===== src/rtl/uart_idle_pkg.sv =====
// Shared types for the serial receiver with idle detection.
package uart_idle_pkg;

    // Class of a bit-time event passed from the framer to the idle counter.
    typedef enum logic [1:0] {
        EV_START = 2'd0,   // accepted start bit (always 0)
        EV_BODY  = 2'd1,   // data or parity bit
        EV_STOP  = 2'd2,   // stop bit
        EV_HUNT  = 2'd3    // one full high bit-time between characters
    } ev_kind_t;

    // Framer state.
    typedef enum logic [1:0] {
        ST_HUNT  = 2'd0,
        ST_START = 2'd1,
        ST_BODY  = 2'd2,
        ST_STOP  = 2'd3
    } rx_state_t;

endpackage


===== src/rtl/rx_line_voter.sv =====
// Synchronises the serial line and forms a three-sample majority.
// Assumes: SYNC_STAGES >= 2; vote covers the current tick and the two before.
module rx_line_voter #(
    parameter int SYNC_STAGES = 2
) (
    input  logic clk,
    input  logic rst_n,
    input  logic tick,
    input  logic rx_in,
    output logic line_s,
    output logic vote
);
    logic [SYNC_STAGES-1:0] sync_q;
    logic [1:0]             hist_q;

    // Metastability chain, idle-high after reset.
    always_ff @(posedge clk) begin
        if (!rst_n) sync_q <= '1;
        else        sync_q <= {sync_q[SYNC_STAGES-2:0], rx_in};
    end

    assign line_s = sync_q[SYNC_STAGES-1];

    // Keep the two previous tick samples for the vote.
    always_ff @(posedge clk) begin
        if (!rst_n)    hist_q <= 2'b11;
        else if (tick) hist_q <= {hist_q[0], line_s};
    end

    assign vote = (line_s & hist_q[0]) | (line_s & hist_q[1]) | (hist_q[0] & hist_q[1]);
endmodule


===== src/rtl/rx_framer.sv =====
// Character framer: finds start edges, decides every bit at mid-bit and
// emits one event per bit-time, including high bit-times between characters.
// Assumes: tick is the oversampling enable, OVERSAMPLE ticks per bit.
module rx_framer
    import uart_idle_pkg::*;
#(
    parameter int OVERSAMPLE = 16,
    parameter int DATA_W     = 10,
    parameter int IDX_W      = $clog2(DATA_W + 2)
) (
    input  logic              clk,
    input  logic              rst_n,
    input  logic              tick,
    input  logic              line_s,
    input  logic              vote,
    input  logic [IDX_W-1:0]  n_data,
    input  logic              par_en,
    input  logic              par_odd,
    output logic              ev_valid,
    output logic              ev_val,
    output ev_kind_t          ev_kind,
    output logic              done,
    output logic [DATA_W-1:0] data,
    output logic              par_err
);
    localparam int             PH_W    = $clog2(OVERSAMPLE);
    localparam logic [PH_W-1:0] MID_PH  = PH_W'(OVERSAMPLE / 2 + 1);
    localparam logic [PH_W-1:0] LAST_PH = PH_W'(OVERSAMPLE - 1);

    rx_state_t        state;
    logic [PH_W-1:0]  phase;
    logic [PH_W-1:0]  hunt_cnt;
    logic [IDX_W-1:0] bit_idx;
    logic             par_q;
    logic [IDX_W-1:0] body_last;

    assign body_last = n_data + IDX_W'(par_en) - IDX_W'(1);

    // Frame sequencing, bit decisions and event generation.
    always_ff @(posedge clk) begin
        if (!rst_n) begin
            state    <= ST_HUNT;
            phase    <= '0;
            hunt_cnt <= '0;
            bit_idx  <= '0;
            par_q    <= 1'b0;
            data     <= '0;
            par_err  <= 1'b0;
            ev_valid <= 1'b0;
            ev_val   <= 1'b0;
            ev_kind  <= EV_HUNT;
            done     <= 1'b0;
        end else begin
            ev_valid <= 1'b0;
            done     <= 1'b0;
            if (tick) begin
                if (state == ST_HUNT) begin
                    if (!line_s) begin
                        state    <= ST_START;
                        phase    <= PH_W'(1);
                        hunt_cnt <= '0;
                    end else if (hunt_cnt == LAST_PH) begin
                        hunt_cnt <= '0;
                        ev_valid <= 1'b1;
                        ev_val   <= 1'b1;
                        ev_kind  <= EV_HUNT;
                    end else begin
                        hunt_cnt <= hunt_cnt + PH_W'(1);
                    end
                end else begin
                    phase <= (phase == LAST_PH) ? '0 : phase + PH_W'(1);
                    if (phase == MID_PH) begin
                        case (state)
                            ST_START: begin
                                if (vote) begin
                                    state    <= ST_HUNT;
                                    hunt_cnt <= '0;
                                end else begin
                                    state    <= ST_BODY;
                                    bit_idx  <= '0;
                                    data     <= '0;
                                    ev_valid <= 1'b1;
                                    ev_val   <= 1'b0;
                                    ev_kind  <= EV_START;
                                end
                            end
                            ST_BODY: begin
                                if (bit_idx < n_data)
                                    data <= data | (DATA_W'(vote) << bit_idx);
                                else
                                    par_q <= vote;
                                ev_valid <= 1'b1;
                                ev_val   <= vote;
                                ev_kind  <= EV_BODY;
                                if (bit_idx == body_last) state <= ST_STOP;
                                else                      bit_idx <= bit_idx + IDX_W'(1);
                            end
                            default: begin
                                state    <= ST_HUNT;
                                hunt_cnt <= '0;
                                done     <= 1'b1;
                                par_err  <= par_en & (par_q ^ (^data) ^ par_odd);
                                ev_valid <= 1'b1;
                                ev_val   <= vote;
                                ev_kind  <= EV_STOP;
                            end
                        endcase
                    end
                end
            end
        end
    end
endmodule


===== src/rtl/rx_idle_count.sv =====
// Counts consecutive high bit-times toward an idle character and flags the
// bit-time on which the count reaches the required length.
// Assumes: need >= 1 and stable while counting.
module rx_idle_count
    import uart_idle_pkg::*;
#(
    parameter int CNT_W = 4
) (
    input  logic             clk,
    input  logic             rst_n,
    input  logic             clr,
    input  logic             ev_valid,
    input  logic             ev_val,
    input  ev_kind_t         ev_kind,
    input  logic             after_stop,
    input  logic [CNT_W-1:0] need,
    output logic             hit
);
    logic [CNT_W-1:0] cnt;
    logic             inc;
    logic             zero;

    // Classify the event as count, restart or no effect.
    always_comb begin
        inc  = 1'b0;
        zero = 1'b0;
        if (ev_valid) begin
            case (ev_kind)
                EV_HUNT:  inc  = 1'b1;
                EV_START: zero = 1'b1;
                EV_STOP:  if (after_stop) zero = 1'b1;
                          else if (ev_val) inc = 1'b1;
                          else zero = 1'b1;
                default:  if (!after_stop) begin
                              if (ev_val) inc = 1'b1;
                              else        zero = 1'b1;
                          end
            endcase
        end
    end

    assign hit = inc && (cnt == need - CNT_W'(1));

    // Saturating run counter.
    always_ff @(posedge clk) begin
        if (!rst_n || clr || zero) cnt <= '0;
        else if (inc && cnt < need) cnt <= cnt + CNT_W'(1);
    end
endmodule


===== src/rtl/uart_idle_rx.sv =====
// Top of the serial receiver: frame decode, idle detection, sleep and the
// two wakeup methods. Assumes a 16x tick and configuration held stable
// while a character is in flight.
module uart_idle_rx
    import uart_idle_pkg::*;
#(
    parameter int DATA_W      = 10,
    parameter int OVERSAMPLE  = 16,
    parameter int SYNC_STAGES = 2
) (
    input  logic              clk,
    input  logic              rst_n,
    input  logic              tick,
    input  logic              rx_in,
    input  logic              wake_addr,
    input  logic              idle_after_stop,
    input  logic              par_en,
    input  logic              par_odd,
    input  logic              nine_bit,
    input  logic              ten_bit,
    input  logic              sleep_req,
    output logic [DATA_W-1:0] rx_data,
    output logic              rx_valid,
    output logic              par_err,
    output logic              idle_pulse,
    output logic              asleep
);
    localparam int IDX_W = $clog2(DATA_W + 2);
    localparam int CNT_W = $clog2(DATA_W + 4);

    logic              line_s, vote;
    logic [IDX_W-1:0]  n_data;
    logic [CNT_W-1:0]  need;
    logic              ev_valid, ev_val, fr_done, fr_perr, hit;
    ev_kind_t          ev_kind;
    logic [DATA_W-1:0] fr_data;
    logic              msb, idle_wake_mode, eff_after_stop, deliver, idle_fire, armed;

    assign n_data = ten_bit  ? IDX_W'(DATA_W)
                  : nine_bit ? IDX_W'(DATA_W - 1) : IDX_W'(DATA_W - 2);
    assign need   = CNT_W'(n_data) + CNT_W'(par_en) + CNT_W'(2);

    rx_line_voter #(.SYNC_STAGES(SYNC_STAGES)) i_voter (
        .clk(clk), .rst_n(rst_n), .tick(tick), .rx_in(rx_in),
        .line_s(line_s), .vote(vote)
    );

    rx_framer #(.OVERSAMPLE(OVERSAMPLE), .DATA_W(DATA_W), .IDX_W(IDX_W)) i_framer (
        .clk(clk), .rst_n(rst_n), .tick(tick), .line_s(line_s), .vote(vote),
        .n_data(n_data), .par_en(par_en), .par_odd(par_odd),
        .ev_valid(ev_valid), .ev_val(ev_val), .ev_kind(ev_kind),
        .done(fr_done), .data(fr_data), .par_err(fr_perr)
    );

    assign idle_wake_mode = asleep && !wake_addr;
    assign eff_after_stop = idle_after_stop && !idle_wake_mode;

    rx_idle_count #(.CNT_W(CNT_W)) i_idle (
        .clk(clk), .rst_n(rst_n), .clr(sleep_req),
        .ev_valid(ev_valid), .ev_val(ev_val), .ev_kind(ev_kind),
        .after_stop(eff_after_stop), .need(need), .hit(hit)
    );

    assign msb       = |(fr_data & (DATA_W'(1) << (n_data - IDX_W'(1))));
    assign deliver   = fr_done && !sleep_req && (!asleep || (wake_addr && msb));
    assign idle_fire = hit && armed && !asleep;

    // Sleep state and wakeup.
    always_ff @(posedge clk) begin
        if (!rst_n)                       asleep <= 1'b0;
        else if (sleep_req)               asleep <= 1'b1;
        else if (idle_wake_mode && hit)   asleep <= 1'b0;
        else if (asleep && deliver)       asleep <= 1'b0;
    end

    // Character delivery register.
    always_ff @(posedge clk) begin
        if (!rst_n) begin
            rx_valid <= 1'b0;
            rx_data  <= '0;
            par_err  <= 1'b0;
        end else begin
            rx_valid <= deliver;
            if (deliver) begin
                rx_data <= fr_data;
                par_err <= fr_perr;
            end
        end
    end

    // Idle pulse and its arm flag (one pulse per idle after traffic).
    always_ff @(posedge clk) begin
        if (!rst_n) begin
            armed      <= 1'b0;
            idle_pulse <= 1'b0;
        end else begin
            idle_pulse <= idle_fire;
            if (deliver)        armed <= 1'b1;
            else if (idle_fire) armed <= 1'b0;
        end
    end
endmodule


===== config.mk =====
export PLATFORM = sky130hd
export DESIGN_NAME = uart_idle_rx
export DESIGN_NICKNAME = d
export VERILOG_FILES = /design/src/rtl/uart_idle_pkg.sv /design/src/rtl/rx_line_voter.sv /design/src/rtl/rx_framer.sv /design/src/rtl/rx_idle_count.sv /design/src/rtl/uart_idle_rx.sv
export SDC_FILE = /design/constraint.sdc
export NUM_CORES = 1
export LEC_CHECK = 0
export CORE_MARGIN = 3
export CORE_UTILIZATION = 62
export DETAILED_ROUTE_END_ITERATION = 12
export PLACE_DENSITY = 0.82
export SLEW_MARGIN = 20
export SYNTH_ARGS = -nofsm -noshare
export SYNTH_HDL_FRONTEND = slang
export SYNTH_SLANG_ARGS = --single-unit

===== constraint.sdc =====
create_clock -name clk -period 4.35 [get_ports clk]
set_input_delay 0.435 -clock clk [delete_from_list [all_inputs] [get_ports clk]]
set_output_delay 0.435 -clock clk [all_outputs]
set_load 0.05 [all_outputs]

# Word-level counts from Yosys, hierarchy flattened
# Index checks and enable logic that the tools add are counted.
word_totals:
  out_inout_bits: 14
  input_bits: 11
  ff_bits: 54
  elab_cells: 162
classes:
  n_bitwise: 16
  magnitude_cmp: 2
  muxes: 56
  eq_ne: 19
  n_reduce_logical: 38
  n_addsub: 9
  n_shift: 2
op_table:
  columns: ["op", "count"]
  rows:
  - ["4-bit two-way mux", 10]
  - ["1-bit two-way mux", 26]
  - ["2-bit two-way mux", 11]
  - ["10-bit two-way mux", 2]
  - ["10-bit case mux with 2 select lines", 1]
  - ["4-bit by 1-bit adder with 4-bit output, second input constant", 4]
  - ["4-bit case mux with 2 select lines", 2]
  - ["4-bit equality test, second input constant", 3]
  - ["4-bit AND reduction", 3]
  - ["6-bit AND reduction", 2]
  - ["4-bit by 1-bit subtractor with 4-bit output, second input constant", 3]
  - ["1-bit logical AND", 11]
  - ["10-bit AND", 1]
  - ["2-bit inequality test, second input constant", 5]
  - ["10-bit bitwise OR", 1]
  - ["5-bit AND reduction", 2]
  - ["10-bit OR reduction", 1]
  - ["10-bit XOR reduction", 1]
  - ["1-bit by 4-bit left shift with 10-bit output", 1]
  - ["1-bit by 4-bit left shift with 10-bit output, first input constant", 1]
  - ["4-bit equality test", 2]
  - ["4-bit less-than comparator", 2]
  - ["2-bit case mux with 2 select lines", 2]
  - ["2-bit equality test, second input constant", 3]
  - ["other kinds (20)", 42]

# Logic depth before layout (Yosys ltp)
logic_depth:
  depth_word: 13
  mapped_depth: 10
  ltp_nobuf: 10

# By module
# Synthesis repeated with hierarchy kept, for this count alone.
unflattened:
  hier_cells: 356
  area_unflattened_um2: 3101.7
modules_own_cells:
  columns: ["mod", "n_inst", "cells_each", "area_per_inst_um2", "seq_area_each_um2"]
  rows:
  - ["rx_framer", 1, 212, 1803.0, 620.6]
  - ["uart_idle_rx", 1, 76, 675.6, 300.3]
  - ["rx_idle_count", 1, 57, 491.7, 80.1]
  - ["rx_line_voter", 1, 11, 131.4, 80.1]

# Least setup slack after synthesis
# OpenSTA, ideal clock, no wires.
synth_path:
  path_kind: "input -> register"
  startpoint: "input nine_bit"
  endpoint: "register armed"
  path_stages: 8
  t_required_ps: 4234
  setup_slack_ps: 1702
  setup_ps: 116
  t_arrival_ps: 2533
  path_buffers: 0
  cell_sequence: "nor2b_1 ha_1 inv_1 fa_1 xnor2_1 or3_1 or4_1 a31o_1"
synth_via:
  elab_chain_len: 10
  word_cells_on_any_way: 18
  classes_between: "add/sub (4); eq/ne (1); shift (1); mux (3); bitwise (1); reduce/logical (8)"
synth_lines:
  columns: ["item", "line_no", "rtl"]
  rows:
  - ["start, declared", "uart_idle_rx.sv:19", "input logic nine_bit,"]
  - ["1-bit two-way mux *", "uart_idle_rx.sv:40", ": nine_bit ? IDX_W'(DATA_W - 1) : IDX_W'(DATA_W - 2);"]
  - ["2-bit two-way mux *", "uart_idle_rx.sv:39", "assign n_data = ten_bit ? IDX_W'(DATA_W)"]
  - ["4-bit by 1-bit adder with 4-bit output or 4-bit by 1-bit subtractor with 4-bit output (tied branches)", "uart_idle_rx.sv:41, uart_idle_rx.sv:64", null]
  - ["4-bit by 2-bit adder with 4-bit output or 1-bit by 4-bit left shift with 10-bit output (tied branches)", "uart_idle_rx.sv:41, uart_idle_rx.sv:64", null]
  - ["4-bit by 1-bit subtractor with 4-bit output or 10-bit AND (tied branches)", "rx_idle_count.sv:42, uart_idle_rx.sv:64", null]
  - ["4-bit equality test or 10-bit OR reduction (tied branches)", "rx_idle_count.sv:42, uart_idle_rx.sv:64", null]
  - ["1-bit logical AND, on equally long branches", "rx_idle_count.sv:42, uart_idle_rx.sv:65", null]
  - ["1-bit logical AND or 1-bit logical OR (tied branches)", "uart_idle_rx.sv:66, uart_idle_rx.sv:65", null]
  - ["1-bit logical AND, on equally long branches", "uart_idle_rx.sv:66, uart_idle_rx.sv:65", null]
  - ["2-bit nonzero test (no source line) or 1-bit two-way mux (tied branches)", null, null]
  - ["end signal, assigned", "uart_idle_rx.sv:94", "armed <= 1'b0;"]
  - ["end signal, assigned", "uart_idle_rx.sv:98", "if (deliver) armed <= 1'b1;"]
  - ["end signal, assigned", "uart_idle_rx.sv:99", "else if (idle_fire) armed <= 1'b0;"]
  - ["end, declared", "uart_idle_rx.sv:37", "logic msb, idle_wake_mode, eff_after_stop, deliver, idle_fire, armed;"]
# Mark *: on every way between the ends. The rest lies on a longest branch, timed or not.
# A chain may end at the register's enable or synchronous reset.

# Final worst setup path
layout_path:
  startpoint: "input ten_bit"
  endpoint: "register i_framer.state[1]"
layout_via:
  elab_chain_len: 6
layout_lines:
  columns: ["item", "line_no", "rtl"]
  rows:
  - ["start, declared", "uart_idle_rx.sv:20", "input logic ten_bit,"]
  - ["2-bit two-way mux", "uart_idle_rx.sv:39", null]
  - ["4-bit by 1-bit adder with 4-bit output", "rx_framer.sv:37", "assign body_last = n_data + IDX_W'(par_en) - IDX_W'(1);"]
  - ["4-bit by 1-bit subtractor with 4-bit output", "rx_framer.sv:37", null]
  - ["4-bit equality test", "rx_framer.sv:95", "if (bit_idx == body_last) state <= ST_STOP;"]
  - ["3-bit by 1-bit inequality test with 1-bit output (no source line)", null, null]
  - ["4-bit AND reduction (no source line)", null, null]
  - ["end signal, assigned", "rx_framer.sv:42", "state <= ST_HUNT;"]
  - ["end signal, assigned", "rx_framer.sv:95", null]
  - ["end signal, assigned", "rx_framer.sv:99", "state <= ST_HUNT;"]
  - ["end, declared", "rx_framer.sv:30", "rx_state_t state;"]
# No other way between the ends.

==> impl_metrics.ini <==
[clocking]
htree_levels = 2
clk_pin_slew_ns = 0.09
cts_buffer_depth = 2
cts_hold_buf = 0
post_cts_buffers = 0
cts_root_buf = clkbuf_8
ctsResizeCount = 0
cts_inserted_buffers = 5
insertion_delay_ns = 0.30
cts_num_sinks = 54
cts_tree = built

[global_routing]
grt_use_total_pct = 23.9
grt_pass1_vias = 2375
grt_overflow = 0
grt_max_degree = 25
grt_pass1_wl_um = 10700
antenna_found_initial = 0

[sta]
min_period_over_period_pct = 71.0
period_minus_slack_ns = 3.09
report.final.slew_viol_count = 0
worst_pin_slew_ns = 0.773
slew_headroom_pct = 48.4
setup_violations = 0
clock_skew_ns = 0.00657
rsz0062_at_grt = false
fmax_mhz = 324
fin_tns_setup_ns = 0
hold_violations = 0

[routing]
drc = 0
vias_per_cell = 5.86
wl_per_cell_um = 14.8
ant_nets = 0
wl_um = 6350
firstDrtPassIters = 6
num_vias = 2509
dr.first_iter.drc_count = 215

[die]
fp.coreArea_mm2 = 0.00453
die_h_um = 75.7
dieWidth_um = 75.7
die_area_mm2 = 0.00573
start_util_pct = 66.5
rows = 24
boundaryPins = 25

[logic_synthesis]
synth-edff-count = 0
ys_warn_count = 0
synth_area_leaders = dfxtp_1, ha_1, mux2i_1
syn_area_mm2 = 0.00301
synth_flop_cell = dfxtp_1
synth_cells = 342
synth.top_cell.area_share_pct = 35.9
synth_top_area_cell = dfxtp_1
ys_ff_latch = 54
async_reset_ff_share_pct = 0
synth.distinct_cells = 60
seq_area_frac_synth_pct = 35.9
synth_area_per_cell_um2 = 8.81
syn-num-nets = 376

[finish]
area_delta_synth_final_pct = 12.6
diodes = 0
fill_cells = 350
fin_nets = 396
fin_area_mm2 = 0.00339
drive_gt1_share_pct = 6.06

[critical_path]
cp.arrival_ns = 3.32
critPathKind = input port to flop
ff2ff_setup_slack_ns = 2.08
crit_required_ns = 4.58
start_kind = input port
path_max_fanout = 6
crit_path_end_kind = flop

[placement]
place_hpwl_um = 4610
place_area_mm2 = 0.00328
io_buffers = 24
gp_congestion = 0.808

[status]
run_status = complete, no violations

[power_and_ir_drop]
finalPower_uw = 917
ir_drop_v = 0.000203
leakage_uw = 0.00128
power_density_mw_per_mm2 = 270

[flow_run]
drv_cap = 0

[worst_hold_path]
min_path_type = flop to flop
-- critical path, cell delays in order --
cell	delay, ns
clkdlybuf4s50_1	0.55
nor2b_1	0.08
ha_1	0.40
inv_1	0.09
fa_1	0.56
xnor2_1	0.13
nand2_1	0.11
or3_1	0.50
a31oi_4	0.24
mux2i_1	0.20
-- cells in the mapped netlist (all sizes together) (3+ instances only) --
cell / n
and3: 3
dfxtp: 54
o211ai: 6
xnor2: 14
and2: 4
ha: 22
mux2i: 18
nor2b: 7
a211oi: 3
nand2b: 4
inv: 18
nand2: 22
clkbuf: 6
xor2: 5
nor2: 45
o31ai: 3
nand3: 12
or3: 3
o21ai: 14
nand4: 5
nor3: 4
a31oi: 5
o21a: 3
or4: 3
a21oi: 21
buf: 7
-- stage by stage --
stage / std cells / util, % / setup WS (ns) / hold WS [ns]
3_3_place_gp: 420 / 72.4 / 1.09 / 0.395
5_1_grt: 428 / 74.9 / 1.13 / 0.452
3_5_place_dp: 420 / 72.4 / 0.955 / 0.398
4_1_cts: 428 / 74.9 / 1.27 / 0.427
6_report: 428 / 74.9 / 1.26 / 0.421
2_1_floorplan: 342 / - / 1.70 / 0.386
-- area by class of cell --
type | instances | area, um2 | share of cell area [%]
Inverter | 18 | 67.6 | 1.99
Multi-Input combinational cell | 257 | 1800 | 53.0
Sequential cell | 54 | 1080 | 31.8
Clock inverter | 2 | 37.5 | 1.11
Tap cell | 65 | 81.3 | 2.40
Clock buffer | 6 | 72.6 | 2.14
Timing Repair Buffer | 26 | 255 | 7.52
-- power by group --
group          internal, uW  switching, uW  leakage (uW)
Combinational          36.0           49.8      0.000794
Sequential              498           5.09      0.000436
Clock                   172            155     0.0000514
-- placed cells by master (no fill, tap or decap), types with 5 or more instances in the layout --
cell,instances
ha_1,22
nor2_1,45
inv_1,18
o211ai_1,6
mux2i_1,18
xor2_1,5
nor2b_1,7
nand3_1,12
xnor2_1,14
o21ai_0,13
a21oi_1,21
nand2_1,22
nand4_1,5
dfxtp_1,54
clkdlybuf4s50_1,24
clkbuf_8,5
-- flip-flops by register name, indices dropped and copies added, names as in the netlist --
name / flops
i_framer.state: 2
i_framer.par_err: 1
i_framer.done: 1
i_framer.bit_idx: 4
idle_pulse: 1
i_framer.ev_valid: 1
rx_valid: 1
i_idle.cnt: 4
asleep: 1
i_framer.par_q: 1
i_framer.ev_val: 1
i_framer.ev_kind: 2
par_err: 1
i_framer.data: 10
armed: 1
i_voter.hist_q: 2
i_framer.hunt_cnt: 4
i_framer.phase: 4
i_voter.sync_q: 2
rx_data: 10
-- cell families after synthesis --
group / Yosys count / share of synthesized area [%]
AND/OR/NAND/NOR: 122 / 20.6
adder cells (fa/ha/maj): 24 / 10.2
XOR/XNOR: 19 / 5.52
flip-flops: 54 / 35.9
buffers and inverters: 31 / 4.61
AO/OA/AOI/OAI: 73 / 16.9
multiplexers: 19 / 6.35
-- layer usage --
metal	GRT usage [%]	wire [um]
met1	30.0	2890
met2	41.1	3110
met3	5.41	239
met4	6.21	114
met5	0	0
-- worst paths after layout --
path                                           to  depth (start not counted)              start
worst max register to register   i_framer.data[8]                          6  i_framer.state[1]
worst min register to register  i_voter.sync_q[1]                          1  i_voter.sync_q[0]
worst min-delay path            i_voter.sync_q[1]                          1  i_voter.sync_q[0]
worst max-delay path            i_framer.state[1]                         10            ten_bit
(Power assumes the default switching activity.)
